<file path="src/rtl/hardDemodPkg.sv">
package hardDemodPkg;

  localparam int MAX_BITS = 4;
  localparam int CNT_W    = 3;

  typedef enum logic [1:0] {
    MOD_BIN  = 2'd0,
    MOD_QUAD = 2'd1,
    MOD_Q16  = 2'd2,
    MOD_BIN2 = 2'd3
  } modSel_e;

  // Strobes from the control FSM to the datapath
  typedef struct packed {
    logic load;
    logic shift;
    logic firstBit;
    logic lastBit;
  } demodStrobes_t;

  function automatic logic [CNT_W-1:0] bitsPerSym(input logic [1:0] m);
    case (modSel_e'(m))
      MOD_QUAD: bitsPerSym = 3'd2;
      MOD_Q16:  bitsPerSym = 3'd4;
      default:  bitsPerSym = 3'd1;
    endcase
  endfunction

endpackage

</file>
<file path="src/rtl/hardDemodCtrl.sv">
module hardDemodCtrl
  import hardDemodPkg::*;
(
  input  logic          clk,
  input  logic          rstN,
  input  logic [1:0]    modSel,
  input  logic          inValid,
  input  logic          outReady,
  output logic          inReady,
  output logic          outValid,
  output demodStrobes_t strobes
);

  logic [CNT_W-1:0] remain;
  logic [CNT_W-1:0] bitIdx;
  logic             busy;

  assign busy     = (remain != '0);
  assign inReady  = !busy;
  assign outValid = busy;

  assign strobes.load     = inValid && inReady;
  assign strobes.shift    = outValid && outReady;
  assign strobes.firstBit = (bitIdx == '0);
  assign strobes.lastBit  = (remain == CNT_W'(1));

  always_ff @(posedge clk) begin
    if (!rstN) begin
      remain <= '0;
      bitIdx <= '0;
    end else if (strobes.load) begin
      remain <= bitsPerSym(modSel);
      bitIdx <= '0;
    end else if (strobes.shift) begin
      remain <= remain - CNT_W'(1);
      bitIdx <= bitIdx + CNT_W'(1);
    end
  end


  accept_valid_chk: assert property (@(posedge clk) disable iff (!rstN)
    (inValid && inReady) |=> (outValid && strobes.firstBit));


  reopen_after_last_chk: assert property (@(posedge clk) disable iff (!rstN)
    (outValid && outReady && strobes.lastBit) |=> inReady);

endmodule

</file>
<file path="src/rtl/hardDemodPath.sv">
module hardDemodPath
  import hardDemodPkg::*;
#(
  parameter int DATA_W = 16,
  parameter int BIT_W  = 2,
  parameter int QAM_TH = 10362
) (
  input  logic                     clk,
  input  logic                     rstN,
  input  logic [1:0]               modSel,
  input  logic signed [DATA_W-1:0] inI,
  input  logic signed [DATA_W-1:0] inQ,
  input  logic                     inPktStart,
  input  logic                     inPktEnd,
  input  demodStrobes_t            strobes,
  output logic signed [BIT_W-1:0]  outBit,
  output logic                     outPktStart,
  output logic                     outPktEnd
);

  localparam logic signed [DATA_W-1:0] TH_POS = DATA_W'(QAM_TH);
  localparam logic signed [DATA_W-1:0] TH_NEG = -TH_POS;

  logic                iPos, qPos, iInner, qInner;
  logic [MAX_BITS-1:0] symBits;
  logic [MAX_BITS-1:0] shReg;
  logic                startReg, endReg;

  // Per-axis slicing; Gray mapping on each axis
  assign iPos   = !inI[DATA_W-1];
  assign qPos   = !inQ[DATA_W-1];
  assign iInner = (inI < TH_POS) && (inI > TH_NEG);
  assign qInner = (inQ < TH_POS) && (inQ > TH_NEG);

  // Bit 0 leaves first
  always_comb begin
    case (modSel_e'(modSel))
      MOD_QUAD: symBits = {2'b00, qPos, iPos};
      MOD_Q16:  symBits = {qInner, qPos, iInner, iPos};
      default:  symBits = {3'b000, iPos};
    endcase
  end

  always_ff @(posedge clk) begin
    if (!rstN) begin
      shReg    <= '0;
      startReg <= 1'b0;
      endReg   <= 1'b0;
    end else if (strobes.load) begin
      shReg    <= symBits;
      startReg <= inPktStart;
      endReg   <= inPktEnd;
    end else if (strobes.shift) begin
      shReg    <= shReg >> 1;
    end
  end

  assign outBit      = {{(BIT_W-1){1'b0}}, shReg[0]};
  assign outPktStart = startReg && strobes.firstBit;
  assign outPktEnd   = endReg && strobes.lastBit;

endmodule

</file>
<file path="src/rtl/hardDemod.sv">
module hardDemod
  import hardDemodPkg::*;
#(
  parameter int DATA_W = 16,
  parameter int BIT_W  = 2,
  parameter int QAM_TH = 10362
) (
  input  logic                     clk,
  input  logic                     rstN,
  input  logic [1:0]               modSel,
  input  logic                     inValid,
  output logic                     inReady,
  input  logic signed [DATA_W-1:0] inI,
  input  logic signed [DATA_W-1:0] inQ,
  input  logic                     inPktStart,
  input  logic                     inPktEnd,
  output logic                     outValid,
  input  logic                     outReady,
  output logic signed [BIT_W-1:0]  outBit,
  output logic                     outPktStart,
  output logic                     outPktEnd
);

  demodStrobes_t strobes;

  hardDemodCtrl uCtrl (
    .clk      (clk),
    .rstN     (rstN),
    .modSel   (modSel),
    .inValid  (inValid),
    .outReady (outReady),
    .inReady  (inReady),
    .outValid (outValid),
    .strobes  (strobes)
  );

  hardDemodPath #(
    .DATA_W (DATA_W),
    .BIT_W  (BIT_W),
    .QAM_TH (QAM_TH)
  ) uPath (
    .clk         (clk),
    .rstN        (rstN),
    .modSel      (modSel),
    .inI         (inI),
    .inQ         (inQ),
    .inPktStart  (inPktStart),
    .inPktEnd    (inPktEnd),
    .strobes     (strobes),
    .outBit      (outBit),
    .outPktStart (outPktStart),
    .outPktEnd   (outPktEnd)
  );


  stall_hold_chk: assert property (@(posedge clk) disable iff (!rstN)
    (outValid && !outReady) |=> (outValid && $stable(outBit) &&
                                 $stable(outPktStart) && $stable(outPktEnd)));


  start_needs_valid_chk: assert property (@(posedge clk) disable iff (!rstN)
    outPktStart |-> outValid);


  end_needs_valid_chk: assert property (@(posedge clk) disable iff (!rstN)
    outPktEnd |-> outValid);


  bit_range_chk: assert property (@(posedge clk) disable iff (!rstN)
    outValid |-> (outBit == BIT_W'(0) || outBit == BIT_W'(1)));

endmodule

</file>
<file path="config.mk">
export PLATFORM = sky130hd
export DESIGN_NAME = hardDemod
export DESIGN_NICKNAME = d
export VERILOG_FILES = /design/src/rtl/hardDemodPkg.sv /design/src/rtl/hardDemodCtrl.sv /design/src/rtl/hardDemodPath.sv /design/src/rtl/hardDemod.sv
export SDC_FILE = /design/constraint.sdc
export NUM_CORES = 1
export LEC_CHECK = 0
export BUFFER_PORTS_ARGS = -buffer_cell sky130_fd_sc_hd__buf_2
export CAP_MARGIN = 20
export CORE_ASPECT_RATIO = 1.5
export CORE_UTILIZATION = 47
export CTS_BUF_LIST = sky130_fd_sc_hd__clkbuf_4
export DETAILED_ROUTE_END_ITERATION = 10
export HOLD_SLACK_MARGIN = 0.02
export PLACE_DENSITY = 0.85
export SKIP_CTS_REPAIR_TIMING = 1
export SLEW_MARGIN = 20
export SYNTH_ARGS = -nofsm -noshare
export SYNTH_HDL_FRONTEND = slang
export SYNTH_SLANG_ARGS = --single-unit
</file>
<file path="constraint.sdc">
create_clock -name clk -period 2.07 [get_ports clk]
set_clock_uncertainty 0.15 [all_clocks]
set_input_delay 0.207 -clock clk [delete_from_list [all_inputs] [get_ports clk]]
set_output_delay 0.207 -clock clk [all_outputs]
set_load 0.05 [all_outputs]
</file>
# [Word-level counts from Yosys, hierarchy flattened]
# Cells that the tools add are included.
[word_totals] regBits=12 latchBits=0 ramBits=0 romBits=0 out_inout_bits=6 elab_cells=34 memories=0
[classes] add_sub_neg=2 mul=0 div_mod_pow=0 magnitude_cmp=4 n_eq_ne=3 shifts=0 mux=6 n_bitwise=1 n_reduce_logical=13
[op_table] op="greater-than comparator 16 x 15 -> 1 bit, second input constant" n=2
[op_table] op="< comparator 16 x 15 -> 1 bit, second input constant" n=2
[op_table] op="two-way mux 4 bit" n=2
[op_table] op="one-hot mux 4 bit (2 select lines)" n=1
[op_table] op="logical AND 1 bit" n=6
[op_table] op="two-way mux 3 bit" n=2
[op_table] op="one-hot mux 3 bit (2 select lines)" n=1
[op_table] op="adder 3 x 1 -> 3 bit, second input constant" n=1
[op_table] op="== test 3 x 1 -> 1 bit, second input constant" n=1
[op_table] op="logical NOT 1 bit" n=3
[op_table] op="logical NOT 3 bit" n=1
[op_table] op="nonzero test 3 bit" n=1
[op_table] op="subtractor 3 x 1 -> 3 bit, second input constant" n=1
[op_table] op="== test 2 x 1 -> 1 bit, second input constant" n=1
[op_table] op="== test 2 bit, second input constant" n=1
[op_table] op="nonzero test 2 bit" n=1
[op_table] op="OR reduction 2 bit" n=1
[op_table] op="NOT 1 bit" n=1

# [Logic depth before layout (Yosys ltp)]
[depth] depth_word=4 ltp_mapped=8 depth_no_buf=6

# [By module]
# Synthesis repeated with hierarchy kept, for this count alone.
[unflattened] cells_unflattened=124 hier_area_um2=993.5
[by_module_without_submodules] mod="hardDemodPath" instances=1 cells_each=71 area_per_inst_um2=569.3 seq_area_each_um2=120.1
[by_module_without_submodules] mod="hardDemodCtrl" instances=1 cells_each=53 area_per_inst_um2=424.2 seq_area_each_um2=120.1

# [Worst setup path before layout]
# Ideal clock, no wire load.
[synth_path] path_type="flip-flop to flip-flop" start="reg uCtrl.remain[0]" end="reg uPath.shReg[0]" setup_time_ns=0.137 arrival_time_ns=1.841 required_ns=1.783 setup_slack_ns=-0.058 path_stages_with_launch=8 n_path_buf=1 path_cell_list="dfxtp_1 -> inv_1 -> ha_1 -> nand2b_1 -> clkbuf_1 -> nand2_1 -> a211oi_1 -> a211oi_1"
[synth_between] elab_chain_cells=4 elab_cells_between_ends=6
[synth_lines] item="from (decl)" line_no="hardDemodCtrl.sv:14" rtl="logic [CNT_W-1:0] remain;"
[synth_lines] item="from (signal assigned)" line_no="hardDemodCtrl.sv:32" rtl="remain <= bitsPerSym(modSel);"
[synth_lines] item="from (signal assigned)" line_no="hardDemodCtrl.sv:35" rtl="remain <= remain - CNT_W'(1);"
[synth_lines] item="nonzero test 3 bit *" line_no="hardDemodCtrl.sv:18" rtl="assign busy = (remain != '0);"
[synth_lines] item="via outValid" line_no="hardDemod.sv:17" rtl="output logic outValid,"
[synth_lines] item="logical NOT 1 bit" line_no="hardDemodCtrl.sv:19" rtl="assign inReady = !busy;"
[synth_lines] item="logical AND 1 bit" line_no="hardDemodCtrl.sv:22" rtl="assign strobes.load = inValid && inReady;"
[synth_lines] item="two-way mux 4 bit / nonzero test 2 bit (equally long branches)"
[synth_lines] item="to (signal assigned)" line_no="hardDemodPath.sv:50" rtl="shReg <= symBits;"
[synth_lines] item="to (signal assigned)" line_no="hardDemodPath.sv:54" rtl="shReg <= shReg >> 1;"
[synth_lines] item="to (decl)" line_no="hardDemodPath.sv:26" rtl="logic [MAX_BITS-1:0] shReg;"
# The timed path passes the listed nets; every way through them passes the cells marked *.
# A chain may end at the register's enable or synchronous reset.

# [Worst setup path after layout]
[layout_path] start="reg uCtrl.remain[0]" end="out outValid"
[layout_between] elab_chain_cells=1
[layout_lines] item="nonzero test 3 bit" line_no="hardDemodCtrl.sv:18"
[layout_lines] item="to (decl)" line_no="hardDemod.sv:17"
# Every way passes these cells.

==> impl_metrics.ini <==
[min_path]
min_path_type = input port to flip-flop
hold_depth = 3

[synthesis]
yosys-top-cells-area = dfxtp_1, ha_1, nand2_1
yosys.area.top_type_share = 0.257
synth_area_sq_um = 933
synth_edf_count = 0
yosys_warnings = 0
yosys.area.top_type = dfxtp_1
syn_inst = 118
ys_types = 41
synthArstFlopShare = 0
syn_avg_cell_area_sq_um = 7.91
synth-seq-area-share = 0.257
synth_ff_type = dfxtp_1
syn_nets = 166
ys_ff_latch = 12

[pwr]
p_total_mw = 1.16
ir_drop_mv = 0.558
powerDensity_nw_per_um2 = 976
p_leak_nw = 0.528

[route]
wl_per_cell_microns = 11.5
route.detailed.drc = 0
dr_total_vias = 1054
drt_first_iter_violations = 22
via_per_inst = 5.70
drtPass1Iterations = 4
wl_microns = 2130
postRouteAntennaNets = 0

[finish]
nets = 213
multi_input_area_sq_um = 619
drive_gt1_frac = 0.323
fillers = 159
antenna_cells = 0
seqCellArea_sq_um = 240
area.growth.synth_to_final_pct = 27.6

[clock_tree]
cts_tree = done
cts_buffer_depth = 2
htreeDepth = 1
ctsRootBufferMaster = clkbuf_4
clk_pin_slew_ps = 80
cts_inserted_buffers = 3
clock-sinks = 12
clk_latency_ps = 260

[worst_setup_path]
crit_path_start_kind = flip-flop
reg2reg_depth = 6
critical_path_required_ps = 1710
critPathMaxStageDelay_ps = 390
arrival_ps = 1480
cp_top_family = buffers and inverters
crit_path_end_kind = output port
cpMaxStageDelayCell = dfxtp_1
worst-path-buf-inv = 2
crit_chain = inv_1, ha_1, nand2b_1, buf_2
path_class = flip-flop to output port
cp_num_cells = 4
cp_max_fo = 9

[floorplan]
dieArea_sq_um = 2170
core_region_area_sq_um = 1850
initial_core_util = 0.503
die_w_microns = 38.4
rows = 19
die_h_microns = 56.6
ioPinCount = 46

[sta]
finalCritPeriodShare = 0.889
hold_viol_final = 0
holdWs_ps = 16.1
worst_pin_slew_ps = 512
min_period_ps = 1840
setup_viol = 0
fmax_mhz = 543
slew_headroom = 0.650
report.final.slew_viol_count = 0
rsz0062_at_grt = false
final.setup.tns_ps = 0

[global_route]
gr-total-overflow = 0
grt_max_degree = 11
grt_pass1_vias = 977
grt_pass1_wl_microns = 3590
antenna_found_initial = 0
track_usage = 0.221

[place]
gp_congestion = 0.799
hpwl_microns = 1780
portBuffers = 44

[flow_run]
cap_violations = 0

[run_status]
status = finished clean
## path summary, 6_finish.rpt
| path | startpoint | end | slack, ps |
|---|---|---|---|
| max | uCtrl.remain[0] | outValid | 230 |
| min | inPktStart | uPath.startReg | 20 |
| max reg2reg | uCtrl.remain[0] | uPath.shReg[0] | 350 |
| min reg2reg | uPath.endReg | uPath.endReg | 300 |
## flip-flops by register name (all words and copies together), names as in the netlist
signal          flops
uCtrl.bitIdx        3
uCtrl.remain        3
uPath.endReg        1
uPath.shReg         4
uPath.startReg      1
## cell usage after synthesis, types with 2 or more instances
library cell  number
and3_1             2
a21oi_1            8
xor2_1             2
dfxtp_1           12
o211ai_1           3
nand3_1            6
o21a_1             2
inv_1              9
ha_1               8
nor3_1             3
and3b_1            2
o221ai_1           2
or4_1              2
nor3b_1            3
nor4_1             3
nand2_1           15
a211oi_1           5
nand3b_1           2
nor2_1             5
buf_4              3
## placed cells by master, fill, tap and decap left out, types with 3 or more instances in the layout
cell	n
buf_2	44
o211ai_1	3
nand3_1	6
nor2_1	5
nor3_1	3
nor3b_1	3
a21oi_1	8
ha_1	8
clkbuf_4	3
nand2_1	15
dfxtp_1	12
nor4_1	3
a211oi_1	5
inv_1	9
## tightest hold or removal path: cells and delay by family
kind	cells	cell delay, ps
AO/OA/AOI/OAI	1	50
buffers and inverters	1	90
AND/OR/NAND/NOR	1	40
## power breakdown
| part | internal, mW | switching (mW) | total (mW) |
|---|---|---|---|
| registers | 0.294 | 0.0432 | 0.337 |
| clock network | 0.0697 | 0.0766 | 0.146 |
| logic | 0.226 | 0.454 | 0.680 |
## area by class of cell
class | count | area share
multi-input combinational | 92 | 0.520
sequential | 12 | 0.202
timing repair buffer | 47 | 0.206
clock inverter | 1 | 0.00315
clock buffer | 3 | 0.0189
inverter | 9 | 0.0284
tap | 21 | 0.0221
## kinds of logic after synthesis
group,synth area share
and+or+nand+nor,0.302
AOI/OAI and AO/OA,0.223
other,0.00402
DFF,0.257
buffers and inverters,0.0791
adders and majority gates,0.107
xor gates and xnor gates,0.0282
## routing by layer
metal / share of wire / up-vias / global-route usage
met5: 0 / - / 0
met1: 0.39 / 475 / 0.221
met2: 0.54 / 44 / 0.431
met4: 0.019 / 0 / 0.0887
met3: 0.048 / 6 / 0.0119
li1: - / 529 / -
## per-stage QoR
stage,worst slack (ps),instance area (sq um),std cells,util
2_1_floorplan,290,935,118,-
3_3_place_gp,256,1150,180,0.623
3_5_place_dp,230,1150,180,0.623
4_1_cts,224,1180,184,0.637
5_1_grt,109,1190,185,0.642
6_report,230,1190,185,0.642
Note: power is estimated with default switching activity, not from simulation.
